===== src/rtl/spi_pp_pkg.sv =====
package spi_pp_pkg;

   // payload opcode: bit 0 = transmit payload, bit 1 = receive payload
   localparam logic [1:0] OP_NONE = 2'b00;
   localparam logic [1:0] OP_WR   = 2'b01;
   localparam logic [1:0] OP_RD   = 2'b10;
   localparam logic [1:0] OP_RW   = 2'b11;

   localparam int HDR_BYTES = 2;
   localparam int LEN_W     = 12;

   typedef enum logic [1:0] {
      ST_IDLE  = 2'd0,
      ST_SETUP = 2'd1,
      ST_SHIFT = 2'd2
   } seq_state_e;

   typedef struct packed {
      logic [1:0]       op;
      logic             dual;
      logic             rsvd;
      logic [LEN_W-1:0] len;
   } cmd_word_t;

endpackage


===== src/rtl/spi_pp_buffer.sv =====
module spi_pp_buffer #(
   parameter int DEPTH = 32,
   parameter int AW    = 5
) (
   input  logic          clk,
   input  logic          host_we,
   input  logic [AW-1:0] host_addr,
   input  logic [7:0]    host_wdata,
   output logic [7:0]    host_rdata,
   input  logic [AW-1:0] eng_raddr,
   output logic [7:0]    eng_rdata,
   input  logic          eng_we,
   input  logic [AW-1:0] eng_waddr,
   input  logic [7:0]    eng_wdata,
   output logic [15:0]   cmd_word
);

   logic [7:0] mem_q [DEPTH];

   // engine write-back takes the port when both ask in one cycle
   always_ff @(posedge clk) begin
      if (eng_we)
         mem_q[eng_waddr] <= eng_wdata;
      else if (host_we)
         mem_q[host_addr] <= host_wdata;
   end

   assign host_rdata = mem_q[host_addr];
   assign eng_rdata  = mem_q[eng_raddr];
   assign cmd_word   = {mem_q[0], mem_q[1]};

endmodule


===== src/rtl/spi_pp_sclk_gen.sv =====
module spi_pp_sclk_gen #(
   parameter int CLK_DIV = 2
) (
   input  logic clk,
   input  logic rst_n,
   input  logic en,
   output logic sclk,
   output logic rise_tick,
   output logic fall_tick
);

   logic wrap;

   generate
      if (CLK_DIV == 1) begin : g_div1
         assign wrap = en;
      end else begin : g_divn
         localparam int CW = $clog2(CLK_DIV);
         logic [CW-1:0] cnt_q;
         always_ff @(posedge clk or negedge rst_n) begin
            if (!rst_n)
               cnt_q <= '0;
            else if (!en || wrap)
               cnt_q <= '0;
            else
               cnt_q <= cnt_q + 1'b1;
         end
         assign wrap = en && (cnt_q == CW'(CLK_DIV - 1));
      end
   endgenerate

   always_ff @(posedge clk or negedge rst_n) begin
      if (!rst_n)
         sclk <= 1'b0;
      else if (!en)
         sclk <= 1'b0;
      else if (wrap)
         sclk <= ~sclk;
   end

   assign rise_tick = wrap && !sclk;
   assign fall_tick = wrap && sclk;

   initial assert (CLK_DIV >= 1) else $error("CLK_DIV must be at least 1");

   // with the divider stopped the clock rests low
   p_idle_low_r12: assert property (@(posedge clk) disable iff (!rst_n)
      !en |=> !sclk);

endmodule


===== src/rtl/spi_pp_seq.sv =====
module spi_pp_seq
   import spi_pp_pkg::*;
#(
   parameter int BUF_BYTES = 32,
   parameter int NUM_CS    = 4,
   parameter int PRE_W     = 4,
   parameter int AW        = 5,
   parameter int CSW       = 2
) (
   input  logic              clk,
   input  logic              rst_n,
   input  logic              cmd_start,
   input  logic [CSW-1:0]    cmd_cs,
   input  logic [PRE_W-1:0]  pre_in,
   input  logic [15:0]       cmd_word,
   input  logic [7:0]        eng_rdata,
   output logic [AW-1:0]     eng_raddr,
   output logic              eng_we,
   output logic [AW-1:0]     eng_waddr,
   output logic [7:0]        eng_wdata,
   input  logic              rise_tick,
   input  logic              fall_tick,
   output logic              sclk_en,
   input  logic [1:0]        io_i,
   output logic [1:0]        io_o,
   output logic [1:0]        io_oe,
   output logic [NUM_CS-1:0] cs_n,
   input  logic              irq_en,
   input  logic              irq_ack,
   input  logic              err_clr,
   output logic              busy,
   output logic              irq,
   output logic              err_busy,
   output logic              err_cmd
);

   localparam int IW = AW + 1;

   seq_state_e       st_q;
   logic [1:0]       op_q;
   logic             dual_q;
   logic [PRE_W-1:0] pre_q;
   logic [IW-1:0]    tot_q;
   logic [IW-1:0]    idx_q;
   logic [2:0]       cyc_q;
   logic [7:0]       tx_q;
   logic [7:0]       rx_q;
   logic [NUM_CS-1:0] cs_n_q;
   logic             irq_q;
   logic             eb_q;
   logic             ec_q;

   // command word decode at launch
   cmd_word_t          cw;
   logic [LEN_W:0]     tot_req;
   logic               cmd_ok;
   assign cw      = cmd_word_t'(cmd_word);
   assign tot_req = {1'b0, cw.len} + (LEN_W+1)'(pre_in);
   assign cmd_ok  = (cw.op != OP_NONE) && !cw.rsvd && (tot_req != '0) &&
                    (tot_req <= (LEN_W+1)'(BUF_BYTES - HDR_BYTES));

   // per-byte phase
   logic [IW-1:0] pre_ext;
   logic          in_pay;
   logic          byte_dual;
   logic [2:0]    cyc_last;
   logic          last_byte;
   logic [IW-1:0] nidx;
   logic [7:0]    tx_val;

   assign pre_ext   = IW'(pre_q);
   assign in_pay    = idx_q >= pre_ext;
   assign byte_dual = dual_q && in_pay && (op_q != OP_RW);
   assign cyc_last  = byte_dual ? 3'd3 : 3'd7;
   assign last_byte = (idx_q == tot_q - 1'b1);
   assign nidx      = (st_q == ST_SETUP) ? '0 : idx_q + 1'b1;
   assign eng_raddr = AW'(nidx + IW'(HDR_BYTES));
   assign tx_val    = ((nidx < pre_ext) || op_q[0]) ? eng_rdata : 8'h00;

   always_ff @(posedge clk or negedge rst_n) begin
      if (!rst_n) begin
         st_q   <= ST_IDLE;
         op_q   <= OP_NONE;
         dual_q <= 1'b0;
         pre_q  <= '0;
         tot_q  <= '0;
         idx_q  <= '0;
         cyc_q  <= '0;
         tx_q   <= '0;
         rx_q   <= '0;
         cs_n_q <= '1;
         irq_q  <= 1'b0;
         eb_q   <= 1'b0;
         ec_q   <= 1'b0;
      end else begin
         if (err_clr) begin
            eb_q <= 1'b0;
            ec_q <= 1'b0;
         end
         if (irq_ack)
            irq_q <= 1'b0;
         case (st_q)
            ST_IDLE: begin
               if (cmd_start) begin
                  if (cmd_ok) begin
                     st_q   <= ST_SETUP;
                     op_q   <= cw.op;
                     dual_q <= cw.dual;
                     pre_q  <= pre_in;
                     tot_q  <= IW'(tot_req);
                     idx_q  <= '0;
                     cyc_q  <= '0;
                     cs_n_q <= ~(NUM_CS'(1) << cmd_cs);
                  end else begin
                     ec_q <= 1'b1;
                  end
               end
            end
            ST_SETUP: begin
               tx_q <= tx_val;
               st_q <= ST_SHIFT;
            end
            default: begin
               if (rise_tick)
                  rx_q <= byte_dual ? {rx_q[5:0], io_i} : {rx_q[6:0], io_i[1]};
               if (fall_tick) begin
                  if (cyc_q == cyc_last) begin
                     if (last_byte) begin
                        st_q   <= ST_IDLE;
                        cs_n_q <= '1;
                        irq_q  <= 1'b1;
                     end else begin
                        idx_q <= idx_q + 1'b1;
                        cyc_q <= '0;
                        tx_q  <= tx_val;
                     end
                  end else begin
                     cyc_q <= cyc_q + 1'b1;
                     tx_q  <= byte_dual ? {tx_q[5:0], 2'b00} : {tx_q[6:0], 1'b0};
                  end
               end
            end
         endcase
         if (cmd_start && (st_q != ST_IDLE))
            eb_q <= 1'b1;
      end
   end

   // received payload write-back, one byte per completed payload byte
   assign eng_we    = (st_q == ST_SHIFT) && fall_tick && (cyc_q == cyc_last) &&
                      in_pay && op_q[1];
   assign eng_waddr = AW'(idx_q - pre_ext);
   assign eng_wdata = rx_q;

   // data line drive
   always_comb begin
      io_o  = 2'b00;
      io_oe = 2'b01;
      if (st_q == ST_SHIFT) begin
         if (byte_dual) begin
            io_o  = {tx_q[7], tx_q[6]};
            io_oe = (op_q == OP_RD) ? 2'b00 : 2'b11;
         end else begin
            io_o = {1'b0, tx_q[7]};
         end
      end
   end

   assign sclk_en  = (st_q == ST_SHIFT);
   assign cs_n     = cs_n_q;
   assign busy     = (st_q != ST_IDLE);
   assign irq      = irq_q && irq_en;
   assign err_busy = eb_q;
   assign err_cmd  = ec_q;

   // a start during a command is flagged
   p_start_busy_r9: assert property (@(posedge clk) disable iff (!rst_n)
      (cmd_start && busy && !err_clr) |=> err_busy);

   // no chip select active while idle, never more than one
   p_idle_cs_r8: assert property (@(posedge clk) disable iff (!rst_n)
      !busy |-> (&cs_n));
   p_one_cs_r8: assert property (@(posedge clk) disable iff (!rst_n)
      $onehot0(~cs_n));

   // a refused launch leaves the engine idle
   p_refuse_r10: assert property (@(posedge clk) disable iff (!rst_n)
      (cmd_start && !busy && !cmd_ok) |=> (!busy && err_cmd));

   // every command end leaves a pending completion
   p_done_pend_r11: assert property (@(posedge clk) disable iff (!rst_n)
      $fell(busy) |-> irq_q);

   // lines are released only inside a command
   p_release_r7: assert property (@(posedge clk) disable iff (!rst_n)
      (io_oe == 2'b00) |-> busy);

   // write-back never reaches past the payload region
   p_wb_range_r4: assert property (@(posedge clk) disable iff (!rst_n)
      eng_we |-> (eng_waddr < AW'(BUF_BYTES - HDR_BYTES)));

endmodule


===== src/rtl/spi_pp_master.sv =====
module spi_pp_master
   import spi_pp_pkg::*;
#(
   parameter int BUF_BYTES = 32,
   parameter int NUM_CS    = 4,
   parameter int NUM_PROF  = 4,
   parameter int CLK_DIV   = 2,
   parameter int PRE_W     = 4,
   localparam int AW       = $clog2(BUF_BYTES),
   localparam int CSW      = $clog2(NUM_CS),
   localparam int PW       = $clog2(NUM_PROF)
) (
   input  logic              clk,
   input  logic              rst_n,
   input  logic              buf_we,
   input  logic [AW-1:0]     buf_addr,
   input  logic [7:0]        buf_wdata,
   output logic [7:0]        buf_rdata,
   input  logic              mode_we,
   input  logic [PW-1:0]     mode_sel,
   input  logic [PRE_W-1:0]  mode_pre,
   input  logic              cmd_start,
   input  logic [CSW-1:0]    cmd_cs,
   input  logic [PW-1:0]     cmd_profile,
   input  logic              irq_en,
   input  logic              irq_ack,
   input  logic              err_clr,
   output logic              busy,
   output logic              irq,
   output logic              err_busy,
   output logic              err_cmd,
   output logic              spi_sclk,
   output logic [NUM_CS-1:0] spi_cs_n,
   output logic [1:0]        spi_io_o,
   output logic [1:0]        spi_io_oe,
   input  logic [1:0]        spi_io_i
);

   initial begin
      assert (BUF_BYTES >= 4 && (1 << AW) == BUF_BYTES)
         else $error("BUF_BYTES must be a power of two, at least 4");
      assert (NUM_CS >= 2 && (1 << CSW) == NUM_CS)
         else $error("NUM_CS must be a power of two, at least 2");
      assert (NUM_PROF >= 2 && (1 << PW) == NUM_PROF)
         else $error("NUM_PROF must be a power of two, at least 2");
      assert (PRE_W >= 1 && PRE_W <= AW + 1)
         else $error("PRE_W out of range");
   end

   // per-profile preamble counts
   logic [PRE_W-1:0] mode_q [NUM_PROF];

   generate
      for (genvar p = 0; p < NUM_PROF; p++) begin : g_prof
         always_ff @(posedge clk or negedge rst_n) begin
            if (!rst_n)
               mode_q[p] <= '0;
            else if (mode_we && (mode_sel == PW'(p)))
               mode_q[p] <= mode_pre;
         end
      end
   endgenerate

   logic [15:0]   cmd_word;
   logic [7:0]    eng_rdata;
   logic [AW-1:0] eng_raddr;
   logic          eng_we;
   logic [AW-1:0] eng_waddr;
   logic [7:0]    eng_wdata;
   logic          sclk_en;
   logic          rise_tick;
   logic          fall_tick;

   spi_pp_buffer #(
      .DEPTH (BUF_BYTES),
      .AW    (AW)
   ) u_buf (
      .clk        (clk),
      .host_we    (buf_we),
      .host_addr  (buf_addr),
      .host_wdata (buf_wdata),
      .host_rdata (buf_rdata),
      .eng_raddr  (eng_raddr),
      .eng_rdata  (eng_rdata),
      .eng_we     (eng_we),
      .eng_waddr  (eng_waddr),
      .eng_wdata  (eng_wdata),
      .cmd_word   (cmd_word)
   );

   spi_pp_sclk_gen #(
      .CLK_DIV (CLK_DIV)
   ) u_sclk (
      .clk       (clk),
      .rst_n     (rst_n),
      .en        (sclk_en),
      .sclk      (spi_sclk),
      .rise_tick (rise_tick),
      .fall_tick (fall_tick)
   );

   spi_pp_seq #(
      .BUF_BYTES (BUF_BYTES),
      .NUM_CS    (NUM_CS),
      .PRE_W     (PRE_W),
      .AW        (AW),
      .CSW       (CSW)
   ) u_seq (
      .clk       (clk),
      .rst_n     (rst_n),
      .cmd_start (cmd_start),
      .cmd_cs    (cmd_cs),
      .pre_in    (mode_q[cmd_profile]),
      .cmd_word  (cmd_word),
      .eng_rdata (eng_rdata),
      .eng_raddr (eng_raddr),
      .eng_we    (eng_we),
      .eng_waddr (eng_waddr),
      .eng_wdata (eng_wdata),
      .rise_tick (rise_tick),
      .fall_tick (fall_tick),
      .sclk_en   (sclk_en),
      .io_i      (spi_io_i),
      .io_o      (spi_io_o),
      .io_oe     (spi_io_oe),
      .cs_n      (spi_cs_n),
      .irq_en    (irq_en),
      .irq_ack   (irq_ack),
      .err_clr   (err_clr),
      .busy      (busy),
      .irq       (irq),
      .err_busy  (err_busy),
      .err_cmd   (err_cmd)
   );

   // the SPI clock only toggles with a chip select active
   p_sclk_cs_r8: assert property (@(posedge clk) disable iff (!rst_n)
      spi_sclk |-> (spi_cs_n != '1));

endmodule


===== config.mk =====
export PLATFORM = sky130hd
export DESIGN_NAME = spi_pp_master
export DESIGN_NICKNAME = d
export VERILOG_FILES = /design/src/rtl/spi_pp_pkg.sv /design/src/rtl/spi_pp_buffer.sv /design/src/rtl/spi_pp_sclk_gen.sv /design/src/rtl/spi_pp_seq.sv /design/src/rtl/spi_pp_master.sv
export SDC_FILE = /design/constraint.sdc
export NUM_CORES = 1
export LEC_CHECK = 0
export ABC_AREA = 1
export BUFFER_PORTS_ARGS = -buffer_cell sky130_fd_sc_hd__buf_2
export CORE_MARGIN = 10
export CORE_UTILIZATION = 30
export CTS_CLUSTER_DIAMETER = 50
export DETAILED_ROUTE_END_ITERATION = 10
export SYNTH_ARGS = -nofsm -noshare
export SYNTH_HDL_FRONTEND = slang
export SYNTH_SLANG_ARGS = --single-unit

===== constraint.sdc =====
create_clock -name clk -period 7.9 [get_ports clk]
set_clock_uncertainty 0.1 [all_clocks]
set_input_delay 1.185 -clock clk [delete_from_list [all_inputs] [get_ports clk]]
set_output_delay 1.185 -clock clk [all_outputs]
set_load 0.05 [all_outputs]

* Yosys cells after proc, flatten, opt, wreduce, memory -nomap -nowiden
Memory sizes are Yosys's and may differ from the RTL's.
Index checks and enable logic that the tools add are counted.
** Operators by class
- Add/subtract/negate cells :: 7
- $lt $le $gt $ge :: 4
- Equal/unequal tests :: 15
- Shifts and indexed selects :: 1
- Muxes and demuxes :: 63
- Bitwise logic cells :: 6
- Reductions and logical operators :: 45
** Operators with widths (number)
- two-way mux 8 bit :: 7
- two-way mux 6 bit :: 6
- two-way mux 4 bit :: 7
- two-way mux 1 bit :: 20
- two-way mux 2 bit :: 10
- logical AND 1 bit :: 18
- two-way mux 3 bit :: 6
- case mux 8 bit (2 select lines) :: 1
- nonzero test 2 bit :: 7
- adder 12 x 4 -> 13 bit :: 1
- <= comparator 13 x 5 -> 1 bit, second input constant :: 1
- nonzero test 13 bit :: 1
- case mux 6 bit (2 select lines) :: 1
- AND reduction 6 bit :: 2
- AND reduction 5 bit :: 2
- nonzero test 3 bit :: 3
- binary-select mux 4 bit (select 2 bit) :: 1
- equality test 2 bit, second input constant :: 4
- != test 2 bit, second input constant :: 4
- case mux 4 bit (2 select lines) :: 1
- OR reduction 8 bit :: 1
- adder 6 x 1 -> 6 bit, second input constant :: 1
- equality test 6 bit :: 1
- >= comparator 6 x 4 -> 1 bit :: 1
- other kinds (24) :: 34
** Storage, ports and cells
- Register bits :: 65
- RAM bits :: 256
- Input bits :: 33
- Output and inout bits :: 21
- Word-level logic and storage cells :: 161
- Memories kept :: 1
** Memory list
- u_buf.mem_q :: depth 32, bits a word 8, read ports 4, clocked after memory_dff 0, write ports 1, line spi_pp_buffer.sv:18 : logic [7:0] mem_q [DEPTH];

* Depth between registers and ports, before layout
Gate-level depths: netlist of run 1.
- Depth in word-level cells :: 12
- Gate-level depth with buffers :: 19
- Gate-level depth less buffers :: 18

* By module
From an unflattened synthesis of run 1, not the netlist that was laid out.
** Second synthesis, totals
- Cells, all modules :: 2204
- Area total of the unflattened synthesis :: 17714.5 um^2
** By module, submodules not included
- spi_pp_buffer :: instances 1, cells each 1554, area an instance 13264.0 um^2, seq. area each 7687.4 um^2
- spi_pp_seq :: instances 1, cells each 519, area an instance 3484.6 um^2, seq. area each 1181.1 um^2
- spi_pp_master :: instances 1, cells each 119, area an instance 875.8 um^2, seq. area each 400.4 um^2
- spi_pp_sclk_gen :: instances 1, cells each 12, area an instance 90.1 um^2, seq. area each 50.0 um^2

* Worst setup path before layout of run 1
OpenSTA, ideal clock, no wires.
- Path kind :: input to output
- From :: input buf_addr[0]
- To :: output buf_rdata[4]
- Arrival time :: 3.151 ns
- Required time :: 6.615 ns
- Setup slack :: 3.464 ns
- Cell stages on the path :: 9
- Path buffers :: 3
- Cells stage by stage :: buf_2 -> clkinv_1 -> buf_2 -> buf_1 -> a21oi_1 -> o21ai_0 -> o211ai_1 -> nand3_1 -> a32oi_1
** Between the ends
- Word-level cells in the longest chain between the ends :: 1
** RTL lines
- start, declared :: line spi_pp_master.sv:16 : input logic [AW-1:0] buf_addr,
- memory (32 x 8 bit)
- end, declared :: line spi_pp_master.sv:18 : output logic [7:0] buf_rdata,
Every way passes these cells.

* Worst setup path after layout of run 1
- From :: input buf_addr[1]
- To :: output buf_rdata[6]
The elaborated chain is that of the path after synthesis.

==> impl_metrics.tcl, run 1 <==
set metrics [dict create \
    pre_cts_ws_ps 2370 \
    die_area_sq_um 66900 \
    ir_drop_v 0.000167 \
    crit_path_cell_trace "buf_2 -> clkinv_2 -> buf_12 -> a21oi_1 -> o21ai_0 -> o211ai_1 -> a31oi_1 -> a32oi_1 -> buf_2" \
    cts_tree "yes" \
    grt_usage 0.168 \
    r2r_start "u_seq.idx_q[0]" \
    maxSlewViolCount 0 \
    dp_hpwl_mm 35.7 \
    wirelength_mm 57.6 \
    drtIter0Drc 1852 \
    synth_top_area_cell "edfxtp_1" \
    final_antenna_net_count 0 \
    ios 54 \
    first_global_vias 14300 \
    cp-end-kind "primary output" \
    seq_area_sq_um 9320 \
    via_per_inst 5.44 \
    synth_async_sr_flop_share 0.202 \
    worstSetupEndpoint "buf_rdata[6]" \
    slowest_delay_ps 980 \
    synth-seq-cells 321 \
    drc 0 \
    wl_per_cell_um 21.0 \
    initial_core_util 0.303 \
    yosysWarnings 0 \
    drive_gt1_frac 0.102 \
    synth_cell_types 46 \
    detail_route.first_pass.iterations 8 \
    drv_cap 0 \
    cp_slowest_cell "clkinv_2" \
    cp_max_fo 75 \
    required_ps 6610 \
    fin_crit_sh 0.713 \
    ys_seq_area_frac 0.545 \
    syn_nets 1995 \
    synth_most_common_cell "nand2_1" \
    slew_headroom 0.161 \
    synth_top_flop_cell "edfxtp_1" \
    placedInstanceArea_sq_um 18000 \
    stdcell_area_sq_um 19500 \
    port_buffers 53 \
    cts_resized 0 \
    dieWidth_um 259 \
    timing.critical_path.mode_cell "buf_2" \
    synth_edf_count 256 \
    grt.overflow.total 0 \
    postLayoutCoreUtil 0.347 \
    synthXorXnorAreaFrac 0.00666 \
    power.density_nw_per_um2 267 \
    multi_input_area_sq_um 6710 \
    muxShareOfSynthArea 0 \
    cts_setup_buffers 0 \
    clk_latency_ps 620 \
    fillers 5785 \
    postSynthAreaPerCell_sq_um 8.79 \
    core_sq_um 56400 \
    leakagePower_nw 7.48 \
    worst-setup-path-type "primary input to primary output" \
    gp_congestion 0.896 \
    die_height_um 259 \
    synth_compound_area_frac 0.174 \
    yosys-top-cells-count "nand2_1 (392), edfxtp_1 (256), o21ai_0 (224)" \
    path_buf_inv 4 \
    netlist.area_leader.share 0.450 \
    finalNetCount 2004 \
    power.total_mw 5.22 \
    crit_start "buf_addr[1]" \
    syn_to_final_growth_pct 14.4 \
    finalSetupViolCount 0 \
    dr_total_vias 14900 \
    synthSimpleGateAreaFrac 0.196 \
    holdBufCountCts 0 \
    diodes 0 \
    cp_top_family "buffers and inverters" \
    syn_area_sq_um 17100 \
    grt_pass1_wl_mm 87.1 \
    hold_viol 0 \
    antenna_found_initial 2 \
    critical_path_depth 9 \
    clock-sinks 321 \
    r2r_setup_slack_ps 2630 \
    synth_top_family_by_area "simple AND/OR/NAND/NOR gates" \
    outcome "finished clean" \
    cts-root-buf "clkbuf_16" \
    htreeDepth 2 \
    cts.path.max_buffers 3 \
    cp.arrival_ps 4350 \
    ys_top_cells_by_area "edfxtp_1 (45%), dfrtp_1 (8.9%), nand2_1 (8.6%)" \
    period_minus_slack_ps 5630 \
    yosys.area_share.adder 0.0133 \
    setup_ws_ps 2270 \
    final.setup.tns_ps 0 \
    grt_max_degree 99 \
    r2r-end "u_buf.mem_q[31][0]" \
    clock.fmax_mhz 177 \
    row_count 87 \
    reg2reg_depth 17 \
    tightest_slew_ps 1250 \
    path_clk_slew_ps 50 \
    cts_buffers 46 \
    cp-start-kind "primary input" \
    rsz0062_at_grt "false" \
    hold_path_class "register to register" \
    syn_inst 1945 \
]
-- metal layers --
layer	up-vias	global-route usage	routed length [um]
met5	-	0.00292	29
met4	4	0.0791	2500
met3	155	0.0385	5220
met2	757	0.267	26300
met1	7200	0.213	23500
li1	6806	-	-
-- stage by stage --
stage | hold slack, ps | instances
2_1_floorplan | 315 | 1945
3_5_place_dp | 352 | 2662
4_1_cts | 368 | 2743
3_3_place_gp | 326 | 2662
5_1_grt | 390 | 2743
6_report | 357 | 2743
-- registers in the layout (all words and copies together), names as in the netlist --
name,cells
u_buf.mem_q,256
mode_q,16
u_seq.eng_wdata,8
u_seq.tx_q,8
u_seq.idx_q,6
u_seq.tot_q,6
u_seq.cs_n,4
u_seq.pre_q,4
u_seq.cyc_q,3
u_seq.op_q,2
u_seq.st_q,2
u_sclk.g_divn.cnt_q,1
u_sclk.sclk,1
u_seq.dual_q,1
u_seq.err_busy,1
u_seq.err_cmd,1
u_seq.irq_q,1
-- worst register-to-register path: cells and delay by family (launching register included) --
kind | cells | cell delay, ps
simple gates | 11 | 2640
buf+inv | 3 | 1090
fa+ha+maj | 2 | 530
flops | 1 | 330
compound gates | 1 | 230
-- worst min path at each step --
stage                     cells after the start                  end  slack [ps]                start
after floorplan                               1  u_sclk.g_divn.cnt_q         320  u_sclk.g_divn.cnt_q
after global placement                        1  u_sclk.g_divn.cnt_q         330  u_sclk.g_divn.cnt_q
after detailed placement                      1  u_sclk.g_divn.cnt_q         350  u_sclk.g_divn.cnt_q
after CTS                                     1  u_sclk.g_divn.cnt_q         370  u_sclk.g_divn.cnt_q
after global routing                          1  u_sclk.g_divn.cnt_q         390  u_sclk.g_divn.cnt_q
final                                         1  u_sclk.g_divn.cnt_q         360  u_sclk.g_divn.cnt_q
-- report_power, final --
part           total (mW)  leakage [nW]  internal [mW]  switching, mW
Combinational        1.30          3.68          0.339          0.958
Sequential           1.90          3.07           1.88         0.0259
Clock                2.02         0.723           1.19          0.838
-- logic make-up (layout without fill, tap and decap cells) --
family                   Yosys count  in the layout
AND/OR/NAND/NOR                  777            777
AO/OA/AOI/OAI                    539            539
flip-flops                       321            321
buffers and inverters            278            320
adder cells (fa/ha/maj)           17             17
XOR/XNOR                          13             13
-- cell usage in the layout (no fill, tap or decap), drive strengths merged, types with 3 or more instances in the layout --
cell,n
ha,15
nor2,178
bufinv,3
buf,76
a32oi,8
o21ai,244
clkbuf,52
dfstp,4
nand3,168
o22ai,13
a31oi,9
o211ai,69
xor2,9
xnor2,4
o221ai,9
inv,168
nand3b,5
nand2,405
clkinv,19
a21oi,184
nor3,8
nand4,10
edfxtp,256
dfrtp,61
-- area by class of cell --
| cell class | count | area share |
|---|---|---|
| flip-flops and latches | 321 | 0.477 |
| inverters | 163 | 0.0317 |
| clock inverters | 29 | 0.0166 |
| well taps | 756 | 0.0484 |
| multi-input cells | 1346 | 0.343 |
| repair buffers | 76 | 0.0232 |
| clock buffers | 52 | 0.0600 |
No activity file was read; power rests on OpenSTA's default activity.
==> run 2: changes to the inputs <==
--- a/config.mk
+++ b/config.mk
@@ -5,7 +5,7 @@
 export SDC_FILE = /design/constraint.sdc
 export NUM_CORES = 1
 export LEC_CHECK = 0
-export ABC_AREA = 1
+export ABC_AREA = 0
 export BUFFER_PORTS_ARGS = -buffer_cell sky130_fd_sc_hd__buf_2
 export CORE_MARGIN = 10
 export CORE_UTILIZATION = 30
==> constraint.sdc (replaced) <==
create_clock -name clk -period 5.2 [get_ports clk]
set_clock_uncertainty 0.1 [all_clocks]
set_input_delay 0.78 -clock clk [delete_from_list [all_inputs] [get_ports clk]]
set_output_delay 0.78 -clock clk [all_outputs]
set_load 0.05 [all_outputs]
==> run 2 against run 1 <==
Compared with the run above: clock power up 38%; register-to-register slack worse by 1700 ps; synthesized area decreased by 5.0%; sequential share of layout area rose by 2.0 points; first-iteration DRC count down 37%; power grew 40%; critical endpoint is now u_seq.cs_n[2]; largest cell class unchanged; wire length decreased by 19%.
==> impl_metrics.tcl, run 2 <==
set metrics [dict create \
    power.total_mw 7.31 \
    rsz0062_at_grt "false" \
    synth_top_area_cell "edfxtp_1" \
    gp_congestion 0.896 \
    synth-seq-cells 321 \
    pre_cts_ws_ps 360 \
    final.setup.tns_ps 0 \
    port_buffers 53 \
    cp_max_fo 20 \
    yosysWarnings 0 \
    ys_top_cells_by_area "edfxtp_1 (47%), mux4_2 (17%), dfrtp_1 (9.4%)" \
    drv_cap 0 \
    yosys.area_share.adder 0.0140 \
    clk_latency_ps 550 \
    cts.path.max_buffers 3 \
    synth_edf_count 256 \
    top_regs "u_buf.mem_q (256), mode_q (16)" \
    hold_end "u_seq.irq_q" \
    maxSlewViolCount 0 \
    synthSimpleGateAreaFrac 0.0762 \
    synth_compound_area_frac 0.0731 \
    cp_slowest_cell "or4_1" \
    regMostFlops "u_buf.mem_q" \
    placedInstanceArea_sq_um 17500 \
    crit_start "cmd_profile[0]" \
    htreeDepth 2 \
    slowest_delay_ps 900 \
    reg2reg_depth 10 \
    drive_gt1_frac 0.279 \
    cts_buffers 39 \
    final_cell_mix "edfxtp_1 (256), mux4_2 (125), nand2_1 (88)" \
    drtIter0Drc 1166 \
    path_clk_slew_ps 60 \
    dieWidth_um 253 \
    via_per_inst 5.54 \
    synth_most_common_cell "edfxtp_1" \
    syn_to_final_growth_pct 15.7 \
    cp-start-kind "primary input" \
    top_usage_layer "met2" \
    final-instance-count-excl-fill 1894 \
    final_antenna_net_count 0 \
    tightest_slew_ps 1110 \
    holdBufCountCts 0 \
    stdcell_area_sq_um 18800 \
    ios 54 \
    fillers 5024 \
    muxShareOfSynthArea 0.225 \
    cp-end-kind "register" \
    slew_headroom 0.256 \
    leakagePower_nw 6.57 \
    finalNetCount 1218 \
    synthXorXnorAreaFrac 0.0119 \
    postSynthAreaPerCell_sq_um 14.8 \
    antenna_found_initial 2 \
    first_global_vias 10600 \
    clock-sinks 321 \
    cts_resized 0 \
    ir_drop_v 0.000214 \
    synth_top_family_by_area "multiplexers" \
    hold_viol 0 \
    clock.fmax_mhz 236 \
    synth_cell_types 70 \
    multi_input_area_sq_um 6520 \
    cp.arrival_ps 4590 \
    initial_core_util 0.302 \
    wirelength_mm 46.7 \
    syn_nets 1150 \
    dp.cells 1823 \
    worst-setup-path-type "primary input to register" \
    fin_crit_sh 0.815 \
    die_height_um 253 \
    synth_async_sr_flop_share 0.202 \
    diodes 0 \
    synth_top_flop_cell "edfxtp_1" \
    cts_setup_buffers 0 \
    grt_usage 0.145 \
    wl_per_cell_um 24.7 \
    gr-usage-met1 0.195 \
    seq_area_sq_um 9320 \
    r2r_setup_slack_ps 960 \
    largest_reg_flops 256 \
    period_minus_slack_ps 4240 \
    power.density_nw_per_um2 390 \
    syn_area_sq_um 16200 \
    dr_total_vias 10500 \
    grt_util_met3 0.0420 \
    whs_path_depth 2 \
    grt.overflow.total 0 \
    detail_route.first_pass.iterations 6 \
    cts-root-buf "clkbuf_16" \
    hold_path_class "primary input to register" \
    postLayoutCoreUtil 0.350 \
    yosys-top-cells-count "edfxtp_1 (256), mux4_2 (125), nand2_1 (88)" \
    grt_max_degree 66 \
    outcome "finished clean" \
    ys_seq_area_frac 0.574 \
    r2r-end "u_seq.tx_q[5]" \
    required_ps 5550 \
    cts_tree "yes" \
    holdWs_ps 323 \
    mostFrequentLayoutCell "edfxtp_1" \
    setup_ws_ps 963 \
    finalSetupViolCount 0 \
    core_sq_um 53700 \
    worstHoldStart "irq_ack" \
    r2r_start "u_seq.idx_q[1]" \
    drc 0 \
    syn_inst 1100 \
    die_area_sq_um 63800 \
    grtUsageMet2 0.222 \
    netlist.area_leader.share 0.474 \
    crit_path_cell_trace "buf_2 -> mux4_2 -> ha_1 -> fa_1 -> a21o_1 -> a21oi_1 -> xor2_1 -> o221ai_1 -> or4_1 -> nand2_1 -> nor2_1 -> a31oi_1" \
    row_count 85 \
    grt_pass1_wl_mm 69.8 \
    dp_hpwl_mm 31.8 \
]
-- run 2: cell types whose count changed in the layout (fill, tap and decap cells not counted), moves of 107 or more --
cell,before,now
o21ai_0,224,34
a21oi_1,175,35
nand2_1,392,88
mux4_2,0,125
inv_1,155,26
nand3_1,156,24
nor2_1,174,67
-- run 2: worst max-delay path: cells and delay by family --
family / cells / cell delay (ps)
and+or+nand+nor: 3 / 1360
buffers and inverters: 1 / 150
adders and majority gates: 2 / 660
AOI/OAI and AO/OA: 4 / 870
muxes: 1 / 540
xor gates and xnor gates: 1 / 230
-- run 2: cell type report --
class	count	share of cell area
Clock buffer	47	0.0552
Clock inverter	24	0.0152
Inverter	27	0.00540
Multi-Input combinational cell	683	0.347
Sequential cell	321	0.496
Tap cell	696	0.0464
Timing Repair Buffer	96	0.0341
-- run 2: worst max path at each step --
stage	end	cells past startpoint
6_report	u_seq.cs_n[2]	12
3_3_place_gp	u_seq.cs_n[3]	12
4_1_cts	buf_rdata[7]	6
3_5_place_dp	u_seq.cs_n[2]	12
2_1_floorplan	spi_io_oe[1]	11
5_1_grt	u_seq.cs_n[2]	12
-- run 2: cells by family (layout without fill, tap and decap cells) --
group | Yosys count | after routing
multiplexers | 204 | 204
adder cells (fa/ha/maj) | 17 | 17
AO/OA/AOI/OAI | 179 | 179
flip-flops | 321 | 321
XOR/XNOR | 22 | 22
AND/OR/NAND/NOR | 261 | 261
buffers and inverters | 96 | 194
-- run 2: metal layers --
metal	share of wire	up-vias
met3	0.093	82
met4	0.032	2
met5	0.00028	-
li1	-	4548
met1	0.42	5408
met2	0.45	448
-- run 2: power breakdown --
part / internal (mW) / switching (mW) / total (mW)
Sequential: 2.86 / 0.0448 / 2.90
Clock: 1.69 / 1.10 / 2.79
Combinational: 0.652 / 0.968 / 1.62
